## src/rtl/mld_pkg.sv

```systemverilog
package mld_pkg;

  typedef enum logic [2:0] {
    OP_SIZE   = 3'd0,
    OP_SELA   = 3'd1,
    OP_SELB   = 3'd2,
    OP_WRITE  = 3'd3,
    OP_START  = 3'd4,
    OP_READ   = 3'd5,
    OP_STATUS = 3'd6,
    OP_RSVD   = 3'd7
  } op_e;

  localparam int unsigned OP_W = 3;

  // number of elements in an n by n matrix
  function automatic int unsigned elem_count(input int unsigned n);
    return n * n;
  endfunction

  // status word bit order: busy, done, error
  function automatic logic [2:0] status_bits(input logic busy, input logic done,
                                             input logic err);
    return {err, done, busy};
  endfunction

endpackage

```

## src/rtl/mld_sync.sv

```systemverilog
module mld_sync #(
  parameter int unsigned W = 1
) (
  input  logic         clk,
  input  logic         rst_n,
  input  logic [W-1:0] d,
  output logic [W-1:0] q
);
  logic [W-1:0] stage1;
  logic [W-1:0] stage2;

  for (genvar b = 0; b < W; b++) begin : g_bit
    always_ff @(posedge clk or negedge rst_n) begin
      if (!rst_n) begin
        stage1[b] <= 1'b0;
        stage2[b] <= 1'b0;
      end else begin
        stage1[b] <= d[b];
        stage2[b] <= stage1[b];
      end
    end
  end

  assign q = stage2;
endmodule

```

## src/rtl/mld_handshake.sv

```systemverilog
module mld_handshake #(
  parameter int unsigned MSG_W = 8
) (
  input  logic             clk,
  input  logic             rst_n,
  input  logic             valid_s,
  input  logic [MSG_W-1:0] msg_s,
  input  logic             exec_done,
  output logic             ready,
  output logic             cap,
  output logic             go,
  output logic [MSG_W-1:0] msg_q
);
  typedef enum logic [1:0] {HS_IDLE, HS_WORK, HS_DROP} hs_e;
  hs_e st;

  assign ready = (st == HS_IDLE);
  assign cap   = ready & valid_s;

  always_ff @(posedge clk or negedge rst_n) begin
    if (!rst_n) begin
      st    <= HS_IDLE;
      go    <= 1'b0;
      msg_q <= '0;
    end else begin
      go <= cap;
      unique case (st)
        HS_IDLE: if (cap) begin
          msg_q <= msg_s;
          st    <= HS_WORK;
        end
        HS_WORK: if (exec_done) st <= HS_DROP;
        HS_DROP: if (!valid_s) st <= HS_IDLE;
        default: st <= HS_IDLE;
      endcase
    end
  end
endmodule

```

## src/rtl/mld_exec.sv

```systemverilog
module mld_exec
  import mld_pkg::*;
#(
  parameter int unsigned MAX_N  = 4,
  parameter int unsigned DATA_W = 16,
  parameter int unsigned RES_W  = 40,
  parameter int unsigned IDX_W  = 4,
  parameter int unsigned SZ_W   = 3,
  parameter int unsigned MSG_W  = 23
) (
  input  logic              clk,
  input  logic              rst_n,
  input  logic              go,
  input  logic [MSG_W-1:0]  msg_q,
  input  logic              eng_done,
  input  logic [RES_W-1:0]  eng_rd_data,
  output logic              exec_done,
  output logic [SZ_W-1:0]   eng_size,
  output logic              eng_wr_en,
  output logic              eng_wr_sel,
  output logic [IDX_W-1:0]  eng_wr_idx,
  output logic [DATA_W-1:0] eng_wr_data,
  output logic              eng_start,
  output logic              eng_rd_en,
  output logic [IDX_W-1:0]  eng_rd_idx,
  output logic [RES_W-1:0]  host_rdata,
  output logic              host_done,
  output logic              host_err,
  output logic              busy,
  output logic              reject
);
  localparam int unsigned CNT_W = $clog2(MAX_N * MAX_N + 1);

  op_e               op;
  logic [IDX_W-1:0]  idx_f;
  logic [DATA_W-1:0] data_f;
  logic [CNT_W-1:0]  limit;
  logic [CNT_W-1:0]  ptr_q;
  logic [SZ_W-1:0]   size_q;
  logic              sel_valid_q, sel_b_q;
  logic              busy_q, done_q, err_q, rd_wait_q;
  logic [RES_W-1:0]  rdata_q;
  logic              ok, act, size_ok;

  assign op     = op_e'(msg_q[OP_W-1:0]);
  assign idx_f  = msg_q[OP_W +: IDX_W];
  assign data_f = msg_q[OP_W+IDX_W +: DATA_W];
  assign limit  = CNT_W'(elem_count(32'(size_q)));
  assign size_ok = (data_f != '0) && (data_f <= DATA_W'(MAX_N));

  always_comb begin
    unique case (op)
      OP_SIZE:   ok = size_ok;
      OP_SELA:   ok = 1'b1;
      OP_SELB:   ok = 1'b1;
      OP_WRITE:  ok = sel_valid_q && (ptr_q < limit);
      OP_START:  ok = 1'b1;
      OP_READ:   ok = CNT_W'(idx_f) < limit;
      OP_STATUS: ok = 1'b1;
      default:   ok = 1'b0;
    endcase
    if (busy_q && op != OP_STATUS) ok = 1'b0;
  end

  assign act    = go & ok;
  assign reject = go & ~ok;

  assign eng_wr_en   = act && op == OP_WRITE;
  assign eng_wr_sel  = sel_b_q;
  assign eng_wr_idx  = ptr_q[IDX_W-1:0];
  assign eng_wr_data = data_f;
  assign eng_start   = act && op == OP_START;
  assign eng_rd_en   = act && op == OP_READ;
  assign eng_rd_idx  = idx_f;
  assign exec_done   = (go & ~eng_rd_en) | rd_wait_q;

  always_ff @(posedge clk or negedge rst_n) begin
    if (!rst_n) begin
      size_q      <= SZ_W'(MAX_N);
      ptr_q       <= '0;
      sel_valid_q <= 1'b0;
      sel_b_q     <= 1'b0;
      busy_q      <= 1'b0;
      done_q      <= 1'b0;
      err_q       <= 1'b0;
      rd_wait_q   <= 1'b0;
      rdata_q     <= '0;
    end else begin
      rd_wait_q <= eng_rd_en;
      if (rd_wait_q) rdata_q <= eng_rd_data;
      if (reject) err_q <= 1'b1;
      if (busy_q && eng_done) begin
        busy_q <= 1'b0;
        done_q <= 1'b1;
      end
      if (act) begin
        unique case (op)
          OP_SIZE:   size_q <= data_f[SZ_W-1:0];
          OP_SELA:   begin sel_valid_q <= 1'b1; sel_b_q <= 1'b0; ptr_q <= '0; end
          OP_SELB:   begin sel_valid_q <= 1'b1; sel_b_q <= 1'b1; ptr_q <= '0; end
          OP_WRITE:  ptr_q <= ptr_q + 1'b1;
          OP_START:  begin busy_q <= 1'b1; done_q <= 1'b0; end
          OP_STATUS: rdata_q <= RES_W'(status_bits(busy_q, done_q, err_q));
          default:   ;
        endcase
      end
    end
  end

  assign eng_size   = size_q;
  assign host_rdata = rdata_q;
  assign host_done  = done_q;
  assign host_err   = err_q;
  assign busy       = busy_q;
endmodule

```

## src/rtl/mld_host_loader.sv

```systemverilog
module mld_host_loader
  import mld_pkg::*;
#(
  parameter int unsigned MAX_N  = 4,
  parameter int unsigned DATA_W = 16,
  parameter int unsigned RES_W  = 40,
  localparam int unsigned IDX_W = $clog2(MAX_N * MAX_N),
  localparam int unsigned SZ_W  = $clog2(MAX_N + 1),
  localparam int unsigned MSG_W = OP_W + IDX_W + DATA_W
) (
  input  logic              clk,
  input  logic              rst_n,
  input  logic              host_valid,
  input  logic [MSG_W-1:0]  host_msg,
  output logic              host_ready,
  output logic [RES_W-1:0]  host_rdata,
  output logic              host_done,
  output logic              host_err,
  output logic [SZ_W-1:0]   eng_size,
  output logic              eng_wr_en,
  output logic              eng_wr_sel,
  output logic [IDX_W-1:0]  eng_wr_idx,
  output logic [DATA_W-1:0] eng_wr_data,
  output logic              eng_start,
  input  logic              eng_done,
  output logic              eng_rd_en,
  output logic [IDX_W-1:0]  eng_rd_idx,
  input  logic [RES_W-1:0]  eng_rd_data
);
  logic             valid_s;
  logic [MSG_W-1:0] msg_s;
  logic [MSG_W-1:0] msg_q;
  logic             cap, go, exec_done, busy, reject;

  mld_sync #(.W(MSG_W + 1)) u_sync (
    .clk(clk), .rst_n(rst_n),
    .d({host_valid, host_msg}),
    .q({valid_s, msg_s})
  );

  mld_handshake #(.MSG_W(MSG_W)) u_hs (
    .clk(clk), .rst_n(rst_n),
    .valid_s(valid_s), .msg_s(msg_s), .exec_done(exec_done),
    .ready(host_ready), .cap(cap), .go(go), .msg_q(msg_q)
  );

  mld_exec #(
    .MAX_N(MAX_N), .DATA_W(DATA_W), .RES_W(RES_W),
    .IDX_W(IDX_W), .SZ_W(SZ_W), .MSG_W(MSG_W)
  ) u_exec (
    .clk(clk), .rst_n(rst_n), .go(go), .msg_q(msg_q),
    .eng_done(eng_done), .eng_rd_data(eng_rd_data),
    .exec_done(exec_done), .eng_size(eng_size),
    .eng_wr_en(eng_wr_en), .eng_wr_sel(eng_wr_sel),
    .eng_wr_idx(eng_wr_idx), .eng_wr_data(eng_wr_data),
    .eng_start(eng_start), .eng_rd_en(eng_rd_en), .eng_rd_idx(eng_rd_idx),
    .host_rdata(host_rdata), .host_done(host_done), .host_err(host_err),
    .busy(busy), .reject(reject)
  );
endmodule

```

## config.mk

```make
export PLATFORM = sky130hd
export DESIGN_NAME = mld_host_loader
export DESIGN_NICKNAME = d
export VERILOG_FILES = /design/src/rtl/mld_pkg.sv /design/src/rtl/mld_sync.sv /design/src/rtl/mld_handshake.sv /design/src/rtl/mld_exec.sv /design/src/rtl/mld_host_loader.sv
export SDC_FILE = /design/constraint.sdc
export NUM_CORES = 1
export LEC_CHECK = 0
export BUFFER_PORTS_ARGS = -buffer_cell sky130_fd_sc_hd__buf_2
export CORE_MARGIN = 4
export CORE_UTILIZATION = 52
export CTS_CLUSTER_DIAMETER = 50
export CTS_CLUSTER_SIZE = 20
export DETAILED_ROUTE_END_ITERATION = 8
export GPL_ROUTABILITY_DRIVEN = 0
export PLACE_DENSITY = 0.8
export REMOVE_ABC_BUFFERS = 1
export SYNTH_ARGS = -nofsm -noshare
export SYNTH_HDL_FRONTEND = slang
export SYNTH_HIERARCHICAL = 1
export SYNTH_SLANG_ARGS = --single-unit
```

## constraint.sdc

```tcl
create_clock -name clk -period 2.95 [get_ports clk]
set_input_delay 0.295 -clock clk [delete_from_list [all_inputs] [get_ports clk]]
set_output_delay 0.295 -clock clk [all_outputs]
set_load 0.01 [all_outputs]
```

# Yosys cells after proc, flatten, opt, wreduce, memory -nomap -nowiden
# Index checks and enable logic that the tools add are counted.
# op_classes
magnitude_cmp	3
n_mul	1
eq_ne	12
muxes	17
addsub	1
n_bitwise	7
reduce_logical	20
# ops
op	n
40-bit 2-to-1 mux	3
16-bit by 3-bit <= comparator with 1-bit output (second input constant)	1
16-bit nonzero test	1
5-bit case mux with 2 select lines	1
2-bit AND reduction	5
3-bit == test (second input constant)	3
1-bit logical AND	7
1-bit 2-to-1 mux	7
3-bit by 2-bit == test with 1-bit output (second input constant)	2
2-bit 2-to-1 mux	3
2-bit inequality test (second input constant)	3
2-bit case mux with 3 select lines	1
5-bit by 1-bit adder with 5-bit output (second input constant)	1
4-bit by 5-bit less-than comparator with 1-bit output	1
5-bit less-than comparator	1
3-bit by 3-bit multiplier with 5-bit output	1
1-bit AND	4
1-bit case mux with 4 select lines	1
2-bit nonzero test	2
4-bit OR reduction	1
3-bit by 1-bit == test with 1-bit output (second input constant)	1
3-bit logical NOT	1
3-bit inequality test (second input constant)	1
3-bit AND reduction	1
7 further kinds	8
# totals
reg_bits	128
wordCells	121
in_bits	67
output_inout_bits	74

# Depth between registers and ports, before layout
# logic_depth
word_depth	12
depth_mapped	10
ltp_nobuf	10

# Hierarchy
# The synthesis kept the hierarchy.
# by_module_without_submodules
module	n_inst	cells_each	area_per_inst_um2	seq_area_each_um2
mld_exec	1	264	2777.7	1352.5
mld_sync	1	48	1201.2	1201.2
mld_handshake	1	58	979.7	650.6

# Least setup slack after synthesis
# Ideal clock, no wire load.
# synth_path
path_kind	register to output
from	register u_exec.size_q[2], in the netlist u_exec/eng_size[2]
to	output eng_wr_en
t_required_ns	2.655
path_stages_with_launch	9
arrival_ns	1.927
path_slack_ns	0.728
cell_sequence	dfstp_2 -> and2_1 -> ha_1 -> nor2b_1 -> o311ai_4 -> maj3_1 -> nor2_1 -> o21bai_1 -> inv_1
# synth_via
elab_chain_cells	7
word_cells_on_any_way	8
classes_between	mul (1); order compare (2); mux (2); bitwise (1); reduce/logical (2)
# synth_rtl
item	line_no	source
start, declared	mld_exec.sv:39	logic [SZ_W-1:0] size_q;
start signal, assigned	mld_exec.sv:79	size_q <= SZ_W'(MAX_N);
start signal, assigned	mld_exec.sv:98	OP_SIZE: size_q <= data_f[SZ_W-1:0];
3-bit by 3-bit multiplier with 5-bit output *	mld_pkg.sv:18	return n * n;
5-bit less-than comparator	mld_exec.sv:56	OP_WRITE: ok = sel_valid_q && (ptr_q < limit);
1-bit logical AND	mld_exec.sv:56	
1-bit case mux with 4 select lines *	mld_exec.sv:52	unique case (op)
1-bit 2-to-1 mux *	mld_exec.sv:62	if (busy_q && op != OP_STATUS) ok = 1'b0;
1-bit AND *	mld_exec.sv:65	assign act = go & ok;
1-bit logical AND *	mld_exec.sv:68	assign eng_wr_en = act && op == OP_WRITE;
end, declared	mld_host_loader.sv:20	output logic eng_wr_en,
# Mark *: on every way between the ends. The rest lies on a longest branch, timed or not.

# Final worst setup path
# Same ends and word-level chain as after synthesis.

==> impl_metrics.tcl <==
set metrics [dict create \
    multiInputGateArea_um2 1493 \
    setup_tns_ns 0 \
    p_leak_nw 3.213 \
    slew_viol_final 0 \
    final_design_area_no_fill_um2 6559 \
    initial_core_util_pct 53.58 \
    nFillCells 658 \
    critPathCaptureType "primary output" \
    critPathMaxFanout 4 \
    final_antenna_net_count 0 \
    num_rows 35 \
    viasPerCell 4.850 \
    core_area_um2 9240 \
    antenna_found_initial 0 \
    hold-worst-slack_ns 0.04050 \
    final_net_count 597 \
    grt_pass1_wl_um 17770 \
    die_x_um 105.6 \
    cp.arrival_ns 2.50 \
    cts_root_buf "clkbuf_8" \
    rsz0062_at_grt "false" \
    wl_um 10440 \
    cpLargestDelayFamily "flip-flops" \
    path_cells "and2_4 > ha_4 > nor2b_2 > o311ai_4 > maj3_2 > nor2_1 > o21bai_2 > inv_1 > buf_2" \
    die_area_um2 11150 \
    setup_violations 0 \
    finalWorstSetupSlack_ns 0.1573 \
    hold_viol_final 0 \
    clk_pin_slew_ns 0.06 \
    io-pin-count 141 \
    die-height_um 105.6 \
    hpwlAfterDp_um 6995 \
    antenna_cells 0 \
    clock_sinks 128 \
    synth_warnings 6 \
    clockBufferDepth 2 \
    skew_ns 0.01298 \
    hp-class "in2reg" \
    power_density_nw_per_um2 915.0 \
    grt_max_degree 50 \
    crit_required_ns 2.65 \
    insertion_delay_ns 0.50 \
    cap_viol_max_count 0 \
    post-place-ws_ns 0.5138 \
    post_drt_wl_per_cell_um 15.63 \
    syn_to_final_growth_pct 32.47 \
    slew_headroom_pct 43.05 \
    syn_area_per_cell_um2 13.42 \
    clock.fmax_mhz 358.1 \
    instances_no_fill 668 \
    place_area_um2 5628 \
    crit_path_start_kind "flip-flop" \
    critPathMaxStageDelay_ns 0.54 \
    cts_tree "done" \
    power_mw 6.002 \
    crit_slowest_cell "dfstp_2" \
    ir_drop_mv 0.7012 \
    dp.cells 606 \
    drive_above_1_share_pct 41.74 \
    netlist_area_um2 4951 \
    worstMarginPinSlew_ns 0.8542 \
    drtIter0Drc 126 \
    grt_usage_pct 20.26 \
    fin_crit_ns 2.793 \
    numPortBuffers 140 \
    htreeDepth 4 \
    fin_crit_sh_pct 94.67 \
    crit_buf_inv 2 \
    vias 3240 \
    grt_pass1_vias 3551 \
    cts_buffers 17 \
    drc 0 \
    firstDrtPassIters 4 \
    status "finished clean" \
    overflow 0 \
    postLayoutCoreUtil_pct 70.98 \
    seq_area_um2 3207 \
    worstSetupPathType "reg2out" \
    synthCells 369 \
]
## routing by layer
metal  up-vias  part of all wire, %  track usage, %
met5         -                    0               0
met4         0                  1.3           6.475
met3        12                  3.2           5.144
met2        81                   55           34.70
met1      1605                   40           25.30
li1       1542                    -               -
## area by class of cell
class                           instances  share of cell area [%]
Multi-Input combinational cell        196                   22.76
Clock buffer                           18                   6.524
Inverter                                6                  0.3434
Timing Repair Buffer                  177                   16.10
Sequential cell                       128                   48.89
Clock inverter                         14                   2.919
Tap cell                              129                   2.461
## worst register-to-register path, delay by kind of cell (launching register included)
family | cells | cell delay (ns)
buf+inv | 1 | 0.16
flops | 1 | 0.54
fa+ha+maj | 1 | 0.21
simple gates | 3 | 0.36
compound gates | 4 | 1.20
## what timing repair did
action / in CTS / in global routing
buffers inserted: 0 / 5
hold buffers: 25 / 0
gates resized for setup: 1 / 5
setup endpoints to repair: 1 / 1
pin swaps: 0 / 3
endpoints found under the hold margin: 70 / 0
## cell usage in the layout (no fill, tap or decap), types with 5 or more instances in the layout
cell type        n
dlygate4sd3_1   25
mux2_2          25
buf_2          139
dfrtp_1        125
buf_4           12
clkbuf_16       16
nor2_1          50
o21ai_0          9
inv_6            5
nand2_1         12
inv_1            6
mux2i_1         41
nand2b_1         5
## sequential cells by signal (all words and copies together) (netlist names), 2 cells and up
signal / flops
u_sync/q: 24
u_hs/msg_q: 23
u_hs/st: 2
u_exec/host_rdata: 40
u_exec/eng_size: 3
u_sync/stage1: 24
u_exec/ptr_q: 5
## worst paths after layout
kind / startpoint / to / slack [ns] / cells past startpoint
setup / recovery: u_exec/eng_size[2] / eng_wr_en / 0.16 / 9
hold / removal: eng_rd_data[12] / u_exec/host_rdata[12] / 0.04 / 3
setup reg to reg: u_exec/eng_size[2] / u_exec/ptr_q[2] / 0.41 / 9
hold reg to reg: u_sync/stage1[14] / u_sync/q[14] / 0.35 / 0
max in group asynchronous: rst_n / u_exec/host_rdata[7] / 1.83 / 3
min in group asynchronous: rst_n / u_sync/stage1[5] / 0.36 / 2
## where the power goes
group	internal (mW)	total, mW	switching (mW)
Combinational	0.641	1.33	0.686
Sequential	2.17	2.51	0.341
Clock	1.34	2.16	0.820
(Power assumes the default switching activity.)
